`config.mk`:
```
export PLATFORM = sky130hd
export DESIGN_NAME = hwma_unit
export DESIGN_NICKNAME = d
export VERILOG_FILES = /design/src/rtl/hwma_pkg.sv /design/src/rtl/hwma_halfsel.sv /design/src/rtl/hwma_cond.sv /design/src/rtl/hwma_merge.sv /design/src/rtl/hwma_unit.sv
export SDC_FILE = /design/constraint.sdc
export NUM_CORES = 1
export LEC_CHECK = 0
export ABC_AREA = 0
export CAP_MARGIN = 20
export CORE_UTILIZATION = 45
export CTS_CLUSTER_DIAMETER = 200
export DETAILED_ROUTE_END_ITERATION = 12
export GPL_TIMING_DRIVEN = 0
export PLACE_DENSITY = 0.66
export SKIP_CTS_REPAIR_TIMING = 1
export SYNTH_ARGS = -nofsm -noshare
export SYNTH_HDL_FRONTEND = slang
export SYNTH_SLANG_ARGS = --single-unit
```
`constraint.sdc`:
```
create_clock -name clk -period 8.7 [get_ports clk]
set_clock_uncertainty 0.15 [all_clocks]
set_input_delay 0.87 -clock clk [delete_from_list [all_inputs] [get_ports clk]]
set_output_delay 0.87 -clock clk [all_outputs]
set_load 0.02 [all_outputs]
```
`src/rtl/hwma_pkg.sv`:
```
package hwma_pkg;

    localparam int unsigned MODE_W = 3;
    localparam int unsigned FORM_W = 2;

    typedef enum logic [FORM_W-1:0] {
        FORM_REG_REG  = 2'd0,
        FORM_B_CONST  = 2'd1,
        FORM_B_IMM    = 2'd2,
        FORM_C_CONST  = 2'd3
    } src_form_e;

    typedef enum logic [MODE_W-1:0] {
        CM_PASS  = 3'd0,
        CM_LOW   = 3'd1,
        CM_HIGH  = 3'd2,
        CM_BADD  = 3'd3
    } cmode_e;

endpackage

```
`src/rtl/hwma_halfsel.sv`:
```
module hwma_halfsel #(
    parameter int unsigned DW = 32,
    localparam int unsigned HW = DW / 2
) (
    input  logic [DW-1:0] word_i,
    input  logic          hi_i,
    output logic [HW-1:0] half_o
);
    always_comb begin
        if (hi_i) half_o = word_i[DW-1:HW];
        else      half_o = word_i[HW-1:0];
    end
endmodule

```
`src/rtl/hwma_cond.sv`:
```
module hwma_cond
    import hwma_pkg::*;
#(
    parameter int unsigned DW = 32,
    localparam int unsigned HW = DW / 2
) (
    input  logic [DW-1:0]     c_i,
    input  logic [HW-1:0]     b_lo_i,
    input  logic [MODE_W-1:0] mode_i,
    output logic [DW-1:0]     c_o,
    output logic              bad_o
);
    always_comb begin
        c_o   = c_i;
        bad_o = 1'b0;
        case (mode_i)
            CM_PASS: c_o = c_i;
            CM_LOW:  c_o = {{HW{1'b0}}, c_i[HW-1:0]};
            CM_HIGH: c_o = {{HW{1'b0}}, c_i[DW-1:HW]};
            CM_BADD: c_o = c_i + {b_lo_i, {HW{1'b0}}};
            default: begin
                c_o   = c_i;
                bad_o = 1'b1;
            end
        endcase
    end
endmodule

```
`src/rtl/hwma_merge.sv`:
```
module hwma_merge #(
    parameter int unsigned DW = 32,
    localparam int unsigned HW = DW / 2
) (
    input  logic [DW-1:0] sum_i,
    input  logic [HW-1:0] b_lo_i,
    input  logic          en_i,
    output logic [DW-1:0] res_o
);
    always_comb begin
        if (en_i) res_o = {b_lo_i, sum_i[HW-1:0]};
        else      res_o = sum_i;
    end
endmodule

```
`src/rtl/hwma_unit.sv`:
```
module hwma_unit
    import hwma_pkg::*;
#(
    parameter int unsigned DW = 32,
    localparam int unsigned HW = DW / 2
) (
    input  logic              clk,
    input  logic              rst,
    input  logic              in_valid_i,
    input  logic [DW-1:0]     a_i,
    input  logic [DW-1:0]     b_i,
    input  logic [DW-1:0]     c_i,
    input  logic              hi_a_i,
    input  logic              hi_b_i,
    input  logic              prod_shl_i,
    input  logic [MODE_W-1:0] cmode_i,
    input  logic              merge_i,
    input  logic [FORM_W-1:0] src_form_i,
    output logic              res_valid_o,
    output logic [DW-1:0]     res_o,
    output logic              illegal_mode_o
);
    typedef struct packed {
        logic          vld;
        logic [DW-1:0] res;
        logic          bad;
    } out_t;

    out_t st_d, st_q;

    logic [DW-1:0] b_eff;
    logic [HW-1:0] ma, mb;
    logic [DW-1:0] prod_raw, prod_adj, c_cond, sum, merged;
    logic          bad_mode, merge_en;
    src_form_e     form;

    assign form = src_form_e'(src_form_i);

    // Effective B: an immediate only carries its low half
    always_comb begin
        if (form == FORM_B_IMM) b_eff = {{HW{1'b0}}, b_i[HW-1:0]};
        else                    b_eff = b_i;
    end

    hwma_halfsel #(.DW(DW)) u_sel_a (.word_i(a_i),   .hi_i(hi_a_i), .half_o(ma));
    hwma_halfsel #(.DW(DW)) u_sel_b (.word_i(b_eff), .hi_i(hi_b_i), .half_o(mb));

    always_comb begin
        prod_raw = {{HW{1'b0}}, ma} * {{HW{1'b0}}, mb};
        if (prod_shl_i) prod_adj = prod_raw << HW;
        else            prod_adj = prod_raw;
    end

    hwma_cond #(.DW(DW)) u_cond (
        .c_i    (c_i),
        .b_lo_i (b_eff[HW-1:0]),
        .mode_i (cmode_i),
        .c_o    (c_cond),
        .bad_o  (bad_mode)
    );

    assign sum      = prod_adj + c_cond;
    assign merge_en = merge_i && (form != FORM_C_CONST);

    hwma_merge #(.DW(DW)) u_merge (
        .sum_i  (sum),
        .b_lo_i (b_eff[HW-1:0]),
        .en_i   (merge_en),
        .res_o  (merged)
    );

    always_comb begin
        st_d     = st_q;
        st_d.vld = in_valid_i;
        st_d.bad = in_valid_i && bad_mode;
        if (in_valid_i) st_d.res = merged;
    end

    always_ff @(posedge clk) begin
        if (rst) begin
            st_q <= '0;
        end else begin
            st_q <= st_d;
        end
    end

    assign res_valid_o    = st_q.vld;
    assign res_o          = st_q.res;
    assign illegal_mode_o = st_q.bad;


    valid_follow_chk: assert property (@(posedge clk) disable iff (rst)
        in_valid_i |=> res_valid_o);

    valid_idle_chk: assert property (@(posedge clk) disable iff (rst)
        !in_valid_i |=> !res_valid_o);

    bad_flag_valid_chk: assert property (@(posedge clk) disable iff (rst)
        illegal_mode_o |-> res_valid_o);

    bad_mode_raise_chk: assert property (@(posedge clk) disable iff (rst)
        (in_valid_i && cmode_i > MODE_W'(3)) |=> illegal_mode_o);

    merge_upper_chk: assert property (@(posedge clk) disable iff (rst)
        (in_valid_i && merge_en) |=> (res_o[DW-1:HW] == $past(b_eff[HW-1:0])));

    cconst_nomerge_chk: assert property (@(posedge clk) disable iff (rst)
        (in_valid_i && form == FORM_C_CONST) |=> (res_o == $past(sum)));
endmodule

```
==> flow_summary_export.csv, run 1 <==
group,metric,value,unit
worst_hold_path,hold_start,"res_o[23]",
synthesis,synthesis.nets,2053,
setup_path,crit_path_start_kind,"input pin",
final_layout,layout.nets,2295,
synthesis,ys.flop_type,"dfxtp_1",
synthesis,yosysWarnings,0,
setup_path,cp-end-kind,"flip-flop",
floorplan,fp.dieW,171,um
timing,setup_violations,5,
floorplan,rows,61,
worst_hold_path,whs_path_depth,2,
floorplan,coreArea,27900,sq um
synthesis,yosysMostFrequentCell,"inv_1",
clock_tree,cts.sinks,34,
placed_design,placed_cell_area,14800,sq um
setup_path,reg2reg_from,"res_o[29]",
synthesis,synth_cell_types,69,
floorplan,initial_core_util,0.461,
floorplan,die_h,171,um
clock_tree,clk_path_buf_depth,2,
final_layout,multi_input_area,12000,sq um
drt,drc_errors,0,
setup_path,worstSetupPathType,"in2reg",
setup_path,crit_arrival,8880,ps
synthesis,avgSynthCellArea,8.05,sq um
run,timing.max_cap.violations,0,
final_layout,layout-drive-gt1-share,0.175,
placed_design,hpwl,36.0,mm
grt,grt_max_degree,11,
timing,setup_tns,-469,ps
synthesis,synth_area,12900,sq um
clock_tree,htree_levels,2,
setup_path,crit_family,"adder cells",
timing,hold_viol_final,0,
floorplan,die_area,29300,sq um
placed_design,gp_congestion,0.962,
drt,final_antenna_net_count,0,
synthesis,yosys.area.top_type_share,0.305,
timing,slew_violations,0,
timing,rsz0062_at_grt,"true",
placed_design,io_buffers,137,
final_layout,fin_util,0.607,
run_status,status,"complete, but fails checks",
final_layout,fill_cells,2479,
setup_path,critical_path_depth,33,
worst_hold_path,hp-class,"reg2reg",
synthesis,netlist_instances,1599,
drt,routed_wirelength,45.0,mm
grt,grt_pass1_wl,64.6,mm
setup_path,ff2ff_path_depth,2,
synthesis,ys_top_cells_by_area,"fa_1 (30%), ha_1 (15%), inv_1 (7.0%), nand2_1 (6.3%), nor2_1 (5.5%)",
run_status,violations,"setup timing",
placed_design,dp.cells,2116,
timing,finalCriticalPeriod,8890,ps
clock_tree,cts.clk_slew.worst_paths,50,ps
drt,drtPass1Iterations,5,
setup_path,cp_data_required_time,8690,ps
clock_tree,clock_latency,280,ps
synthesis,ys_seq_area_frac,0.0528,
drt,wl_per_cell,20.2,um
timing,relSlewSlack,0.326,
setup_path,startpoint,"a_i[22]",
setup_path,crit_buf_inv,4,
final_layout,instances_no_fill,2221,
timing,max_freq,112,MHz
synthesis,synth_common_cells,"inv_1 (239), nand2_1 (216), fa_1 (196)",
grt,grt_usage,0.294,
drt,vias,12625,
timing,fin_crit_sh,1.02,
synthesis,ys_seq_elements,34,
timing,worst_slew_pin_slew,1010,ps
synthesis,synth-edff-count,0,
clock_tree,cts_tree,"done",
final_layout,syn_to_final_growth,31.6,%
setup_path,slowest_stage,"clkdlybuf4s50_1",
synthesis,postSynth.asyncResetShare,0,
drt,drt_iter0_drc,1254,
setup_path,crit_path_frequent_cell,"fa_1",
grt,overflow,0,
clock_tree,cts_root_buf,"clkbuf_16",
timing,fin_ws,-189,ps
synthesis,synth_area_leader_cell,"fa_1",
grt,grt_antenna_before_repair,1,
floorplan,io_pins,142,
grt,grt_pass1_vias,11693,
final_layout,final-seq-area,681,sq um
clock_tree,cts_made_buffers,5,
final_layout,final_cell_area,17000,sq um
setup_path,critPathMaxFanout,8,
setup_path,cpPeakStageDelay,550,ps
drt,viasPerCell,5.68,
-- metal layers --
layer / part of all wire / vias up / track usage / wire, um
li1: - / 5718 / - / -
met1: 0.41 / 6200 / 0.413 / 18600
met2: 0.47 / 616 / 0.472 / 21100
met3: 0.091 / 91 / 0.0439 / 4110
met4: 0.026 / 0 / 0.0738 / 1170
met5: 0 / - / 0 / 0
-- final cells by class --
class / count / share of cell area
Clock buffer: 7 / 0.00782
Sequential cell: 34 / 0.0401
Multi-Input combinational cell: 1277 / 0.709
Clock inverter: 1 / 0.00177
Tap cell: 378 / 0.0279
Inverter: 239 / 0.0529
Timing Repair Buffer: 238 / 0.137
Buffer: 46 / 0.0225
Antenna cell: 1 / 0.000148
-- worst paths after layout --
kind	slack (ps)	end
max	-190	res_o[29]
max reg2reg	7730	res_o[29]
min reg2reg	340	res_o[23]
min	340	res_o[23]
-- layout by cell type, fill, tap and decap left out, types with 7 or more instances in the layout --
| master | n |
|---|---|
| clkbuf_16 | 8 |
| a21oi_2 | 15 |
| o21ai_1 | 13 |
| mux2_2 | 27 |
| o21ai_0 | 44 |
| fa_1 | 192 |
| ha_1 | 134 |
| nand2b_1 | 11 |
| buf_4 | 89 |
| inv_1 | 232 |
| dlymetal6s2s_1 | 18 |
| mux2i_4 | 12 |
| o21ai_4 | 9 |
| dfxtp_1 | 34 |
| clkbuf_1 | 17 |
| xnor2_1 | 28 |
| or3_1 | 7 |
| inv_2 | 7 |
| a211oi_1 | 13 |
| buf_6 | 10 |
| nor2b_1 | 12 |
| ha_4 | 9 |
| o21bai_1 | 9 |
| clkdlybuf4s50_1 | 117 |
| buf_12 | 11 |
| nor3_1 | 16 |
| a21o_1 | 35 |
| nand2_1 | 208 |
| xor2_1 | 26 |
| mux2i_1 | 15 |
| nor2_1 | 181 |
| o21ai_2 | 14 |
| nand3_1 | 13 |
| a21oi_1 | 59 |
| and2_1 | 9 |
| o21a_1 | 16 |
| ha_2 | 7 |
-- worst min-delay path: cells and delay by family (launching register included) --
kind	cells	cell delay, ps
DFF	1	300
and+or+nand+nor	1	80
AOI/OAI and AO/OA	1	50
-- logic make-up after synthesis --
kind of cell | after synthesis | synth area share
simple gates | 513 | 0.171
mux | 65 | 0.0538
compound gates | 293 | 0.147
flops | 34 | 0.0528
xor+xnor | 60 | 0.0408
fa+ha+maj | 346 | 0.450
buf+inv | 288 | 0.0846
-- flip-flops by register name, summed over array words and instances, names as in the netlist --
register        cells
res_o              32
illegal_mode_o      1
res_valid_o         1
-- per-stage QoR --
stage | setup WS (ps) | hold WS [ps]
2_1_floorplan | 7.02 | 405
3_3_place_gp | -1930 | 325
3_5_place_dp | -2000 | 330
4_1_cts | -1760 | 337
5_1_grt | -427 | 364
6_report | -189 | 339
Power of run 1 is left out: the tool's default activity adds up to more than one toggle a clock period on the data nets, which glitch-free logic cannot reach.
==> run 2, diff against run 1 <==
--- a/config.mk
+++ b/config.mk
@@ -7,12 +7,14 @@
 export LEC_CHECK = 0
 export ABC_AREA = 0
 export CAP_MARGIN = 20
-export CORE_UTILIZATION = 45
+export CELL_PAD_IN_SITES_DETAIL_PLACEMENT = 0
+export CELL_PAD_IN_SITES_GLOBAL_PLACEMENT = 2
+export CORE_UTILIZATION = 32
 export CTS_CLUSTER_DIAMETER = 200
 export DETAILED_ROUTE_END_ITERATION = 12
 export GPL_TIMING_DRIVEN = 0
-export PLACE_DENSITY = 0.66
-export SKIP_CTS_REPAIR_TIMING = 1
+export PLACE_DENSITY = 0.77
+export SETUP_SLACK_MARGIN = 0.2
 export SYNTH_ARGS = -nofsm -noshare
 export SYNTH_HDL_FRONTEND = slang
 export SYNTH_SLANG_ARGS = --single-unit
==> run 2 against run 1 <==
  * The flow still finishes with violations (setup timing)
  * Worst hold slack better by 0.68 ps
  * Flip-flop and latch count stayed put
  * Worst setup slack worse by 52 ps
  * Maximum frequency is 0.58% lower
  * Register-to-register slack hardly changed
  * First-iteration DRC count is 41% lower
  * Critical path type unchanged
  * Critical endpoint unchanged
==> flow_summary_export.csv, run 2 (synthesized netlist as in run 1, its figures left out) <==
group,metric,value,unit
run_status,status,"complete, but fails checks",
run_status,violations,"setup timing",
timing,hold_viol_final,0,
floorplan,io_pins,142,
final_layout,largest_register_ffs,32,
floorplan,coreArea,39700,sq um
placed_design,io_buffers,137,
final_layout,layout.nets,2316,
drt,viasPerCell,5.10,
worst_hold_path,hp-class,"reg2reg",
clock_tree,cts_root_buf,"clkbuf_16",
timing,fin_ws,-241,ps
setup_path,cpPeakStageDelay,550,ps
final_layout,syn_to_final_growth,34.1,%
placed_design,pre_cts_ws,-1840,ps
clock_tree,cts.sinks,34,
setup_path,crit_family,"adder cells",
grt,grt_max_degree,12,
run,timing.max_cap.violations,0,
setup_path,cp_data_required_time,8700,ps
clock_tree,clock_latency,290,ps
timing,relSlewSlack,0.270,
timing,finalCriticalPeriod,8940,ps
final_layout,layout-drive-gt1-share,0.198,
setup_path,critPathMaxFanout,6,
clock_tree,htree_levels,2,
final_layout,fill_cells,4051,
floorplan,die_area,41100,sq um
placed_design,gp_congestion,0.902,
timing,max_freq,112,MHz
setup_path,slowest_stage,"fa_1",
setup_path,cp-end-kind,"flip-flop",
final_layout,final_common_cell,"inv_1",
drt,wl_per_cell,21.1,um
grt,grt_pass1_wl,76.7,mm
setup_path,crit_buf_inv,10,
timing,worst_slew_pin_slew,1090,ps
floorplan,initial_core_util,0.324,
final_layout,antennaDiodeCount,0,
drt,routed_wirelength,50.4,mm
timing,setup_violations,7,
grt,grt_pass1_vias,12531,
drt,final_antenna_net_count,0,
setup_path,worstSetupPathType,"in2reg",
setup_path,crit_path_frequent_cell,"fa_1",
grt,grt_usage,0.248,
drt,drt_iter0_drc,743,
timing,slew_violations,0,
setup_path,crit_arrival,8940,ps
drt,drtPass1Iterations,5,
drt,drc_errors,0,
floorplan,fp.dieW,203,um
setup_path,crit_path_start_kind,"input pin",
floorplan,die_h,203,um
timing,rsz0062_at_grt,"true",
drt,vias,12185,
timing,fin_crit_sh,1.03,
clock_tree,clk_path_buf_depth,2,
final_layout,layout_common_cells,"inv_1 (229), nand2_1 (205), fa_1 (192)",
grt,grt_antenna_before_repair,1,
floorplan,rows,73,
clock_tree,cts_made_buffers,5,
grt,overflow,0,
clock_tree,cts.clk_slew.worst_paths,60,ps
clock_tree,cts_tree,"done",
placed_design,hpwl,41.6,mm
## run 2: cell count changes in the layout (fill, tap and decap cells not counted), moves of 4 or more
| cell | before | now |
|---|---|---|
| dlymetal6s2s_1 | 18 | 0 |
| buf_4 | 89 | 104 |
| dlygate4sd2_1 | 0 | 9 |
| nor2_1 | 181 | 173 |
| buf_12 | 11 | 4 |
| clkdlybuf4s50_1 | 117 | 124 |
| clkbuf_8 | 0 | 6 |
| nor2_2 | 5 | 11 |
| clkbuf_16 | 8 | 12 |
## run 2: final cells by class
| class | count | area, sq um | share of cell area |
|---|---|---|---|
| plain buffers | 49 | 460 | 0.0267 |
| clock buffers | 6 | 139 | 0.00804 |
| clock inverters | 2 | 12.5 | 0.000725 |
| inverters | 239 | 897 | 0.0520 |
| multi-input cells | 1277 | 12100 | 0.699 |
| flip-flops and latches | 34 | 681 | 0.0394 |
| well taps | 525 | 657 | 0.0380 |
| repair buffers | 256 | 2350 | 0.136 |
## run 2: final timing paths
path,start,endpoint,slack [ps],depth (start not counted)
worst max-delay path,hi_b_i,res_o[29],-240,38
worst max register to register,res_o[29],res_o[29],7740,2
worst min-delay path,res_o[17],res_o[17],340,2
worst min register to register,res_o[17],res_o[17],340,2
## run 2: worst reg2reg max path: stages, from the launching register on
cell	delay, ps
dfxtp_1	320
a221oi_1	280
nor2_1	60
## run 2: timing repair
item / 4_1_cts / 5_1_grt
gates cloned: 3 / 0
buffers inserted: 100 / 11
gates resized for setup: 221 / 55
setup endpoints to repair: 20 / 18
hold endpoints to repair: 0 / 0
pin swaps: 92 / 60
hold buffers: 0 / 0
## run 2: stage by stage
| stage | TNS, ps | hold slack (ps) | instances | util | cell area, sq um |
|---|---|---|---|---|---|
| detailed placement | -26950 | 330 | 2266 | 0.381 | 15200 |
| global route | -4030 | 347 | 2388 | 0.435 | 17300 |
| finish | -1280 | 340 | 2388 | 0.435 | 17300 |
| floorplan | 0 | 405 | 1599 | - | 13100 |
| global placement | -37260 | 322 | 2261 | 0.380 | 15100 |
| CTS | -1450 | 338 | 2377 | 0.427 | 17000 |
## run 2: metal layers
layer,track usage,vias up,wire (um)
met2,0.423,327,24300
met5,0,-,12
met1,0.336,6056,22600
met4,0.0634,2,1350
met3,0.0239,57,2110
li1,-,5743,-
Power of run 2 is left out for the same reason.
